$ cat config.mk
export PLATFORM = sky130hd
export DESIGN_NAME = prio_bus_arbiter
export DESIGN_NICKNAME = d
export VERILOG_FILES = /design/src/rtl/arb_pkg.sv /design/src/rtl/arb_pick.sv /design/src/rtl/arb_beat_track.sv /design/src/rtl/prio_bus_arbiter.sv
export SDC_FILE = /design/constraint.sdc
export NUM_CORES = 1
export LEC_CHECK = 0
export ABC_AREA = 1
export CAP_MARGIN = 10
export CORE_ASPECT_RATIO = 1.75
export CORE_UTILIZATION = 42
export DETAILED_ROUTE_END_ITERATION = 6
export GPL_TIMING_DRIVEN = 1
export PLACE_DENSITY = 0.74
export SYNTH_ARGS = -nofsm -noshare
export SYNTH_HDL_FRONTEND = slang
export SYNTH_SLANG_ARGS = --single-unit
$ cat constraint.sdc
create_clock -name clk -period 5.1 [get_ports clk]
set_clock_uncertainty 0.15 [all_clocks]
set_input_delay 0.765 -clock clk [delete_from_list [all_inputs] [get_ports clk]]
set_output_delay 0.765 -clock clk [all_outputs]
set_load 0.01 [all_outputs]
$ cat src/rtl/arb_pkg.sv
package arb_pkg;
  typedef enum logic {BM_FIXED = 1'b0, BM_VAR = 1'b1} bmode_e;

  // position reached by stepping `off` places after `base` on a ring of n
  function automatic int ring_idx(int base, int off, int n);
    return (base + off) % n;
  endfunction
endpackage

$ cat src/rtl/arb_pick.sv
module arb_pick #(
  parameter int N  = 4,
  parameter int PW = 2,
  localparam int IW = $clog2(N)
) (
  input  logic [N-1:0]    cand,
  input  logic [N*PW-1:0] prio,
  input  logic [IW-1:0]   last_idx,
  output logic [IW-1:0]   win_idx,
  output logic            any_win
);
  logic [PW-1:0] best;

  always_comb begin
    win_idx = last_idx;
    best    = '0;
    any_win = 1'b0;
    // scan starting after the last owner; strict compare keeps the earliest tie
    for (int off = 1; off <= N; off++) begin
      if (cand[arb_pkg::ring_idx(int'(last_idx), off, N)] &&
          (!any_win || prio[arb_pkg::ring_idx(int'(last_idx), off, N)*PW +: PW] > best)) begin
        any_win = 1'b1;
        best    = prio[arb_pkg::ring_idx(int'(last_idx), off, N)*PW +: PW];
        win_idx = IW'(arb_pkg::ring_idx(int'(last_idx), off, N));
      end
    end
  end
endmodule

$ cat src/rtl/arb_beat_track.sv
module arb_beat_track #(
  parameter int BW = 4
) (
  input  logic          clk,
  input  logic          rst_n,
  input  logic          start,
  input  logic [BW-1:0] start_len,
  input  logic          start_var,
  input  logic          beat,
  input  logic          hold,
  output logic          fin
);
  import arb_pkg::*;

  logic [BW-1:0] left_q;
  bmode_e        mode_q;

  always_ff @(posedge clk or negedge rst_n) begin
    if (!rst_n) begin
      left_q <= '0;
      mode_q <= BM_FIXED;
    end else if (start) begin
      left_q <= start_len;
      mode_q <= start_var ? BM_VAR : BM_FIXED;
    end else if (beat && left_q != '0) begin
      left_q <= left_q - 1'b1;
    end
  end

  // end condition of the current beat
  assign fin = (mode_q == BM_VAR) ? !hold : (left_q == '0);
endmodule

$ cat src/rtl/prio_bus_arbiter.sv
module prio_bus_arbiter #(
  parameter int N  = 4,
  parameter int PW = 2,
  parameter int BW = 4,
  localparam int IW = $clog2(N)
) (
  input  logic            clk,
  input  logic            rst_n,
  input  logic [N-1:0]    mst_req,
  input  logic [N*PW-1:0] mst_prio,
  input  logic [N-1:0]    mst_lock,
  input  logic [N-1:0]    mst_burst,
  input  logic [N*BW-1:0] mst_blen,
  input  logic            slv_ack,
  output logic [N-1:0]    gnt,
  output logic [IW-1:0]   owner_id,
  output logic            xfer_valid,
  output logic            last_beat
);
  logic [IW-1:0] owner_q;
  logic          busy_q;

  // named internal events
  logic          owner_locked;
  logic [N-1:0]  owner_mask;
  logic [N-1:0]  eligible;
  logic [IW-1:0] win_idx;
  logic          any_win;
  logic          beat_ok;
  logic          end_ok;
  logic          xfer_done;
  logic          arb_point;
  logic          start_xfer;

  assign owner_mask   = N'(1) << owner_q;
  assign owner_locked = mst_lock[owner_q];
  assign eligible     = owner_locked ? (mst_req & owner_mask) : mst_req;

  arb_pick #(.N(N), .PW(PW)) u_pick (
    .cand     (eligible),
    .prio     (mst_prio),
    .last_idx (owner_q),
    .win_idx  (win_idx),
    .any_win  (any_win)
  );

  assign beat_ok = busy_q && slv_ack;

  arb_beat_track #(.BW(BW)) u_track (
    .clk       (clk),
    .rst_n     (rst_n),
    .start     (start_xfer),
    .start_len (mst_blen[win_idx*BW +: BW]),
    .start_var (mst_burst[win_idx]),
    .beat      (beat_ok),
    .hold      (mst_burst[owner_q]),
    .fin       (end_ok)
  );

  assign xfer_done  = beat_ok && end_ok;
  assign arb_point  = !busy_q || xfer_done;
  assign start_xfer = arb_point && any_win;

  always_ff @(posedge clk or negedge rst_n) begin
    if (!rst_n) begin
      owner_q <= '0;
      busy_q  <= 1'b0;
    end else if (start_xfer) begin
      owner_q <= win_idx;
      busy_q  <= 1'b1;
    end else if (xfer_done) begin
      busy_q  <= 1'b0;
    end
  end

  assign gnt        = owner_mask;
  assign owner_id   = owner_q;
  assign xfer_valid = busy_q;
  assign last_beat  = xfer_done;
endmodule

==> results of run 1 <==
worst min-delay path, delay by kind of cell, from the launching register on:
family	cells	cell delay [ps]
simple gates	2	100
flops	1	340
synth_stat cells:
cell                       count
sky130_fd_sc_hd__clkinv_1      2
sky130_fd_sc_hd__inv_2         5
sky130_fd_sc_hd__nand2_2       6
sky130_fd_sc_hd__inv_1        29
sky130_fd_sc_hd__buf_4         1
sky130_fd_sc_hd__nand2_1      77
sky130_fd_sc_hd__o21ai_1       3
sky130_fd_sc_hd__o21ai_0      26
sky130_fd_sc_hd__ha_1         11
sky130_fd_sc_hd__o22ai_1       1
sky130_fd_sc_hd__xor2_1        2
sky130_fd_sc_hd__or2_0         1
sky130_fd_sc_hd__o211ai_1      1
sky130_fd_sc_hd__clkbuf_1      3
sky130_fd_sc_hd__xnor2_1       1
sky130_fd_sc_hd__buf_2         2
sky130_fd_sc_hd__nand3_2       7
sky130_fd_sc_hd__buf_6         1
sky130_fd_sc_hd__o31ai_1       1
sky130_fd_sc_hd__a21oi_2       1
sky130_fd_sc_hd__o21ai_2       1
sky130_fd_sc_hd__a21oi_1       4
sky130_fd_sc_hd__a31oi_1       1
sky130_fd_sc_hd__dfrtp_1       8
sky130_fd_sc_hd__nand3_1      35
sky130_fd_sc_hd__nand2_4       2
sky130_fd_sc_hd__nand3b_1      3
sky130_fd_sc_hd__nor2_1        6
flip-flops by register name, indices dropped and copies added (netlist names):
signal / count
u_track.left_q: 4
owner_id: 2
xfer_valid: 1
u_track.mode_q: 1
logic make-up (layout without fill, tap and decap cells):
logic type,after synthesis,in the layout
adders and majority gates,11,11
AOI/OAI and AO/OA,39,39
and+or+nand+nor,137,138
DFF,8,8
buffers and inverters,43,119
xor gates and xnor gates,3,3
how the worst max path moves through the flow:
stage | from | to | slack, ps | cells past startpoint
finish | mst_prio[1] | u_track.left_q[0] | 240 | 35
global route | mst_prio[5] | u_track.left_q[0] | -60 | 35
CTS | mst_lock[1] | u_track.left_q[0] | 5 | 38
detailed placement | mst_lock[1] | u_track.left_q[3] | -430 | 41
global placement | mst_lock[1] | u_track.left_q[2] | -350 | 39
floorplan | owner_id[1] | u_track.left_q[3] | 20 | 41
final cells by class:
cell class	count	area, um2
inverter	36	140
multi-input combinational	191	1170
timing repair buffer	80	733
sequential	8	200
clock buffer	3	41.3
tap	43	53.8
fill	266	806
metal layers:
layer,global-route usage,vias up,routed length [um]
met5,0,-,0
met4,0.0879,0,77
met3,0.0184,8,76
met2,0.499,34,2920
met1,0.268,875,1740
li1,-,940,-
metrics by stage:
stage          setup slack, ps  hold slack [ps]  TNS [ps]
2_1_floorplan             19.8              299         0
3_3_place_gp              -349              318     -1930
4_1_cts                   4.98              335         0
3_5_place_dp              -431              325     -2490
5_1_grt                  -64.7              357      -204
6_report                   240              331         0
what timing repair did:
action	CTS	global route
endpoints found under the setup margin	6	7
setup buffers	1	7
pin swaps	3	29
gates resized for setup	8	42
gates cloned	1	0
==> results.md, run 1 <==
Outcome:
- The flow ran to the end, and the final reports show no timing, DRC or antenna violations.

Worst setup path:
- The required arrival time at the worst endpoint is 5060 ps.
- At the worst endpoint, the arrival time is 4820 ps.
- The worst reg-to-reg setup slack is 260 ps.
- The startpoint class of the critical path is a primary input.
- For the worst flop-to-flop path, the logic depth is 35.
- The critical path is of the primary input to register type.
- For this design, the slowest cell found on the critical path is sky130_fd_sc_hd__clkdlybuf4s50_1.
- The count of buffering cells on the critical path with inverters included is 7.
- The most used cell along the critical path is sky130_fd_sc_hd__nand2_2.
- The largest single stage delay on the critical path is 450 ps.
- Along the worst path, the maximum fanout reaches 7.
- The worst register-to-register path ends at u_track.left_q[0].
- STA classifies the critical path endpoint as a register.
- The cell type group with the largest total delay on the critical path is simple AND/OR/NAND/NOR gates.
- In this run the critical register-to-register path is launched from owner_id[0].

STA:
- In the finished design, the share of the clock period the worst path needs comes to 0.953.
- The worst path in the final design needs a cycle of 4860 ps, including I/O delays and setup.
- The final-report max-slew violation count was 0.
- The worst slew margin relative to its limit is 0.683.
- The final count of hold timing violations is 0.
- The transition time of the tightest slew-check pin is 470 ps.
- The final setup violation count is 0.
- Derived from the worst setup path, the maximum achievable clock frequency is 206 MHz.

Clock tree:
- The clock net in this run drives a total of 8 sinks.
- The maximum clock path buffer count is 2.
- CTS placed an instance of sky130_fd_sc_hd__clkbuf_8 at the clock tree root.
- The register clock-pin slew on the reported worst setup and hold paths is 40 ps.
- TritonCTS built the clock tree.
- The total of hold buffers inserted after clock tree synthesis is 0.
- Buffers inserted during clock tree synthesis total 3.
- CTS built an H-tree with a depth of 1.
- The insertion delay to the later sink of the worst-skew pair is 240 ps.

Final layout:
- The area added between synthesis and finish is 67.4%.
- The library cells used most frequently in the layout, excluding fill and tap cells, are sky130_fd_sc_hd__nand2_1 (70), sky130_fd_sc_hd__clkdlybuf4s50_1 (42), sky130_fd_sc_hd__buf_4 (32).
- The final instance area is 2340 um2.
- The fraction of layout cells with a size suffix above 1 is 0.277.
- The commonest non-fill, non-tap cell in the layout is sky130_fd_sc_hd__nand2_1.
- The total inserted antenna cells is 0.
- The final cell utilization of the core is 0.744.
- After the flow finishes, the layout carries non-filler instances totaling 361.
- The net count of the finished layout is 370.

Place:
- Port buffering added 46 buffers.
- The congestion estimate from routability-driven global placement came to 0.864.
- Detailed placement finished with a half-perimeter wire length of 3490 um.
- The instance count after placement with tap cells included is 349.
- The placement-stage cell area is 2060 um2.

Synthesis:
- The synthesized-area fraction occupied by xor and xnor cells is 0.0188.
- The synthesized-area fraction occupied by ao, oa, aoi and oai cells is 0.151.
- After synthesis, the largest family of logic cells by area is simple AND/OR/NAND/NOR gates.
- The count of warnings emitted by yosys is 0.
- The post-synthesis share of cell area spent on full adders, half adders and majority gates is 0.0987.
- Synthesis produced a netlist whose cell count is 241.
- The net count after synthesis is 291.
- Synthesis inferred 8 register bits.
- The average instance in the mapped netlist occupies 5.79 um2.
- In this run the cell area of the synthesized design comes to 1400 um2.
- The count of distinct cell types in the synthesized netlist is 28.
- Ranked by total cell area, the synthesized netlist is headed by sky130_fd_sc_hd__nand2_1 (21%), sky130_fd_sc_hd__dfrtp_1 (14%), sky130_fd_sc_hd__nand3_1 (13%), sky130_fd_sc_hd__ha_1 (9.9%), sky130_fd_sc_hd__o21ai_0 (9.3%).
- The simple-gate share of the synthesized area is 0.463.
- Summed over all instances, the cell type with the most area after synthesis is sky130_fd_sc_hd__nand2_1.
- Of the post-synthesis cell area, the dominant cell type holds 0.207.
- The post-synthesis sequential area ratio is 0.143.
- The fraction of synthesized area in multiplexers is 0.

Hold path:
- The cell count of the worst hold path is 2.
- The hold path startpoint is u_track.left_q[1].
- The worst hold-check path type is register to register.
- The hold-critical path endpoint is u_track.left_q[1].

Routing:
- The count of routing violations after the opening detailed-route iteration is 41.
- The post-detailed-route wirelength per cell is 13.3 um.
- The routed design has 4810 um of wire.
- The number of optimization iterations in the first detailed-route pass is 4.
- In the routed design, unresolved DRC markers number 0.
- The remaining antenna violation count after routing is 0.
- After detailed routing, the number of vias per cell comes to 5.14.
- Summing over every cut layer, the via total after detailed routing is 1,857.

Run:
- The max capacitance violation total is 0.

Floorplanning:
- The die outline width is 45.6 um.
- The placeable core region is 3140 um2.
- The die is 78.2 um tall.
- The die covers 3570 um2.
- The number of primary I/O pins is 47.
- The effective utilization at floorplan is 0.444.
- Row generation in the floorplan step produced 27 rows.

GRT:
- The initial antenna violation count is 0.
- The number of global-route vias before repair is 1,720.
- The first global-routing pass estimated 6970 um of wire.
- Across every metal layer, demand over resource in global routing totals 0.258.
- The pin count of the biggest net entering global routing is 18.
- The global-route congestion overflow total is 0.
Power of run 1 is left out: the tool's default activity adds up to more than one toggle a clock period on the data nets, which glitch-free logic cannot reach.
==> run 2: changes to the inputs <==
CORE_MARGIN = 2   (was not set)
==> run 2 against run 1 <==
Compared with the run above: global-route usage is 2.3 points lower; critical path depth is 2 higher; sequential cell count stayed put; non-clock buffer count is 7 lower; maximum frequency hardly changed; sequential share of layout area is 0.14 points higher; final cell count is 1.9% lower.
==> results.md, run 2 (synthesis gave the netlist of run 1 again) <==
Worst setup path:
- Tracing the worst setup path back leads to its startpoint at mst_lock[0].
- The arrival time reported for the critical path endpoint is 4810 ps.
- The worst register-to-register path ends at u_track.left_q[0].
- The startpoint of the most critical register-to-register path is owner_id[0].
- The critical path in this run is classified as primary input to register.
- The worst setup path is captured at a register.
- STA puts the critical path data required time at 5050 ps.
- In this design, the stage delay of the slowest critical-path cell is 320 ps.
- The worst-case reg-to-reg path depth is 36.
- The worst setup path endpoint is u_track.left_q[0].
- The startpoint class of the critical path is a primary input.
- Setup slack on the worst reg-to-reg path comes out at 260 ps.
- The most used cell along the critical path is sky130_fd_sc_hd__nand2_2.
- The highest fanout seen on the critical path is 7.
- The cell with the biggest individual delay on the critical path is sky130_fd_sc_hd__ha_1.

Final layout:
- The commonest non-fill, non-tap cell in the layout is sky130_fd_sc_hd__nand2_1.
- The register with the most flip-flops is u_track.left_q.
- The net count reported at finish is 363.
- The area added between synthesis and finish is 65.8%.
- The flip-flop count of the largest register, all copies and words added is 4.
- 0 antenna diodes ended up in the layout.
- In the layout the commonest cells are sky130_fd_sc_hd__nand2_1 (74), sky130_fd_sc_hd__clkdlybuf4s50_1 (34), sky130_fd_sc_hd__nand3_1 (30).
- The count of fill cells added during filler insertion is 294.
- The fraction of layout cells with a size suffix above 1 is 0.257.

STA:
- After layout, the minimum clock period comes to 4870 ps.
- Of the available clock period, the critical path in the final layout requires 0.954.
- The worst slew margin relative to its limit is 0.698.
- Setup violations remaining at the end of the flow were counted as 0.
- Adding up every negative setup slack in the final design gives 0 ps.
- The final count of hold timing violations was 0.
- At the pin with the least slew margin, the transition time is 448 ps.
- The final-report max-slew violation count is 0.
- The fmax is 206 MHz.

Place:
- The detailed placement HPWL is 3530 um.
- During placement, the flow inserted port buffers numbering 46.
- The routability congestion estimate is 0.864.

Clock tree:
- The insertion delay to the later sink of the worst-skew pair is 230 ps.
- The register clock-pin slew on the reported worst setup and hold paths is 40 ps.
- The number of clock buffers added by TritonCTS is 3.
- The clock root buffer is sky130_fd_sc_hd__clkbuf_8.
- The clock sink total is 8.
- The total of hold buffers inserted after clock tree synthesis is 0.
- The maximum clock path buffer count is 2.
- CTS built an H-tree with a depth of 1.
- The clock tree from TritonCTS is yes.

Floorplanning:
- The height of the chip is 80.2 um.
- The floorplan step defined a core boundary enclosing 3180 um2.
- The initialized floorplan defines 27 standard-cell rows.
- The die is 47.6 um wide.
- The full die area is 3820 um2.
- For this configuration, the core starts out at a cell density of 0.439.
- The number of primary I/O pins is 47.

Routing:
- The detailed router placed 1,831 vias in this run.
- In the final routed layout, each cell accounts on average for 13.3 um.
- The count of nets left with antenna violations once routing finished came out at 0.
- The number of optimization iterations in the first detailed-route pass is 4.
- The remaining design rule violation count is 0.
- The count of routing violations after the opening detailed-route iteration is 38.
- The average vias per placed instance is 5.17.
- The final wirelength is 4720 um.

GRT:
- The aggregate global-route resource usage is 0.236.
- Entering global routing, the biggest net connects 27 pins.
- After global routing the overflow that remains totals 0.
- The number of global-route vias before repair came to 1,670.
- The initial antenna violation count came to 0.
- The first global-routing pass estimated 6570 um of wire.

Hold path:
- The worst hold-check path type is register to register.

Run:
- Max-cap violations in this run came to 0.

Outcome:
- The run finished with clean final reports.
==> run 2: timing repair <==
item | 4_1_cts | 5_1_grt
pin swaps | 0 | 30
setup buffers | 0 | 4
setup endpoints to repair | 6 | 7
resized for setup | 4 | 59
gates cloned | 0 | 2
==> run 2: critical path, delay by kind of cell <==
kind | cells | cell delay [ps]
buf+inv | 5 | 420
simple gates | 24 | 2310
compound gates | 5 | 560
fa+ha+maj | 3 | 750
==> run 2: worst min path at each step <==
stage                      startpoint           endpoint  slack [ps]  cells after the start
floorplan           u_track.left_q[1]  u_track.left_q[1]         300                      2
CTS                 u_track.left_q[1]  u_track.left_q[1]         350                      2
finish              u_track.left_q[1]  u_track.left_q[1]         340                      2
global route        u_track.left_q[1]  u_track.left_q[1]         370                      2
detailed placement  u_track.left_q[1]  u_track.left_q[1]         340                      2
global placement    u_track.left_q[1]  u_track.left_q[1]         320                      2
==> run 2: stage by stage <==
stage	util	setup slack, ps	hold WS, ps	area, um2	instances
2_1_floorplan	-	19.8	299	1400	241
3_3_place_gp	0.641	-251	315	2030	345
3_5_place_dp	0.641	-375	338	2030	345
4_1_cts	0.654	34.9	347	2080	348
5_1_grt	0.729	-108	369	2310	354
6_report	0.729	235	343	2310	354
==> run 2: layer usage <==
| layer | up-vias | GRT usage | share of wire |
|---|---|---|---|
| met5 | - | 0 | 0 |
| met2 | 53 | 0.449 | 0.59 |
| met1 | 832 | 0.221 | 0.35 |
| li1 | 931 | - | - |
| met3 | 15 | 0.0247 | 0.029 |
| met4 | 0 | 0.127 | 0.033 |
==> run 2: cell type report <==
cell class | count | area (um2) | share of cell area
inverters | 36 | 143 | 0.0617
repair buffers | 73 | 723 | 0.313
clock buffers | 3 | 41.3 | 0.0178
flip-flops and latches | 8 | 201 | 0.0871
well taps | 43 | 53.8 | 0.0233
multi-input cells | 191 | 1150 | 0.498
Power of run 2 is left out for the same reason.
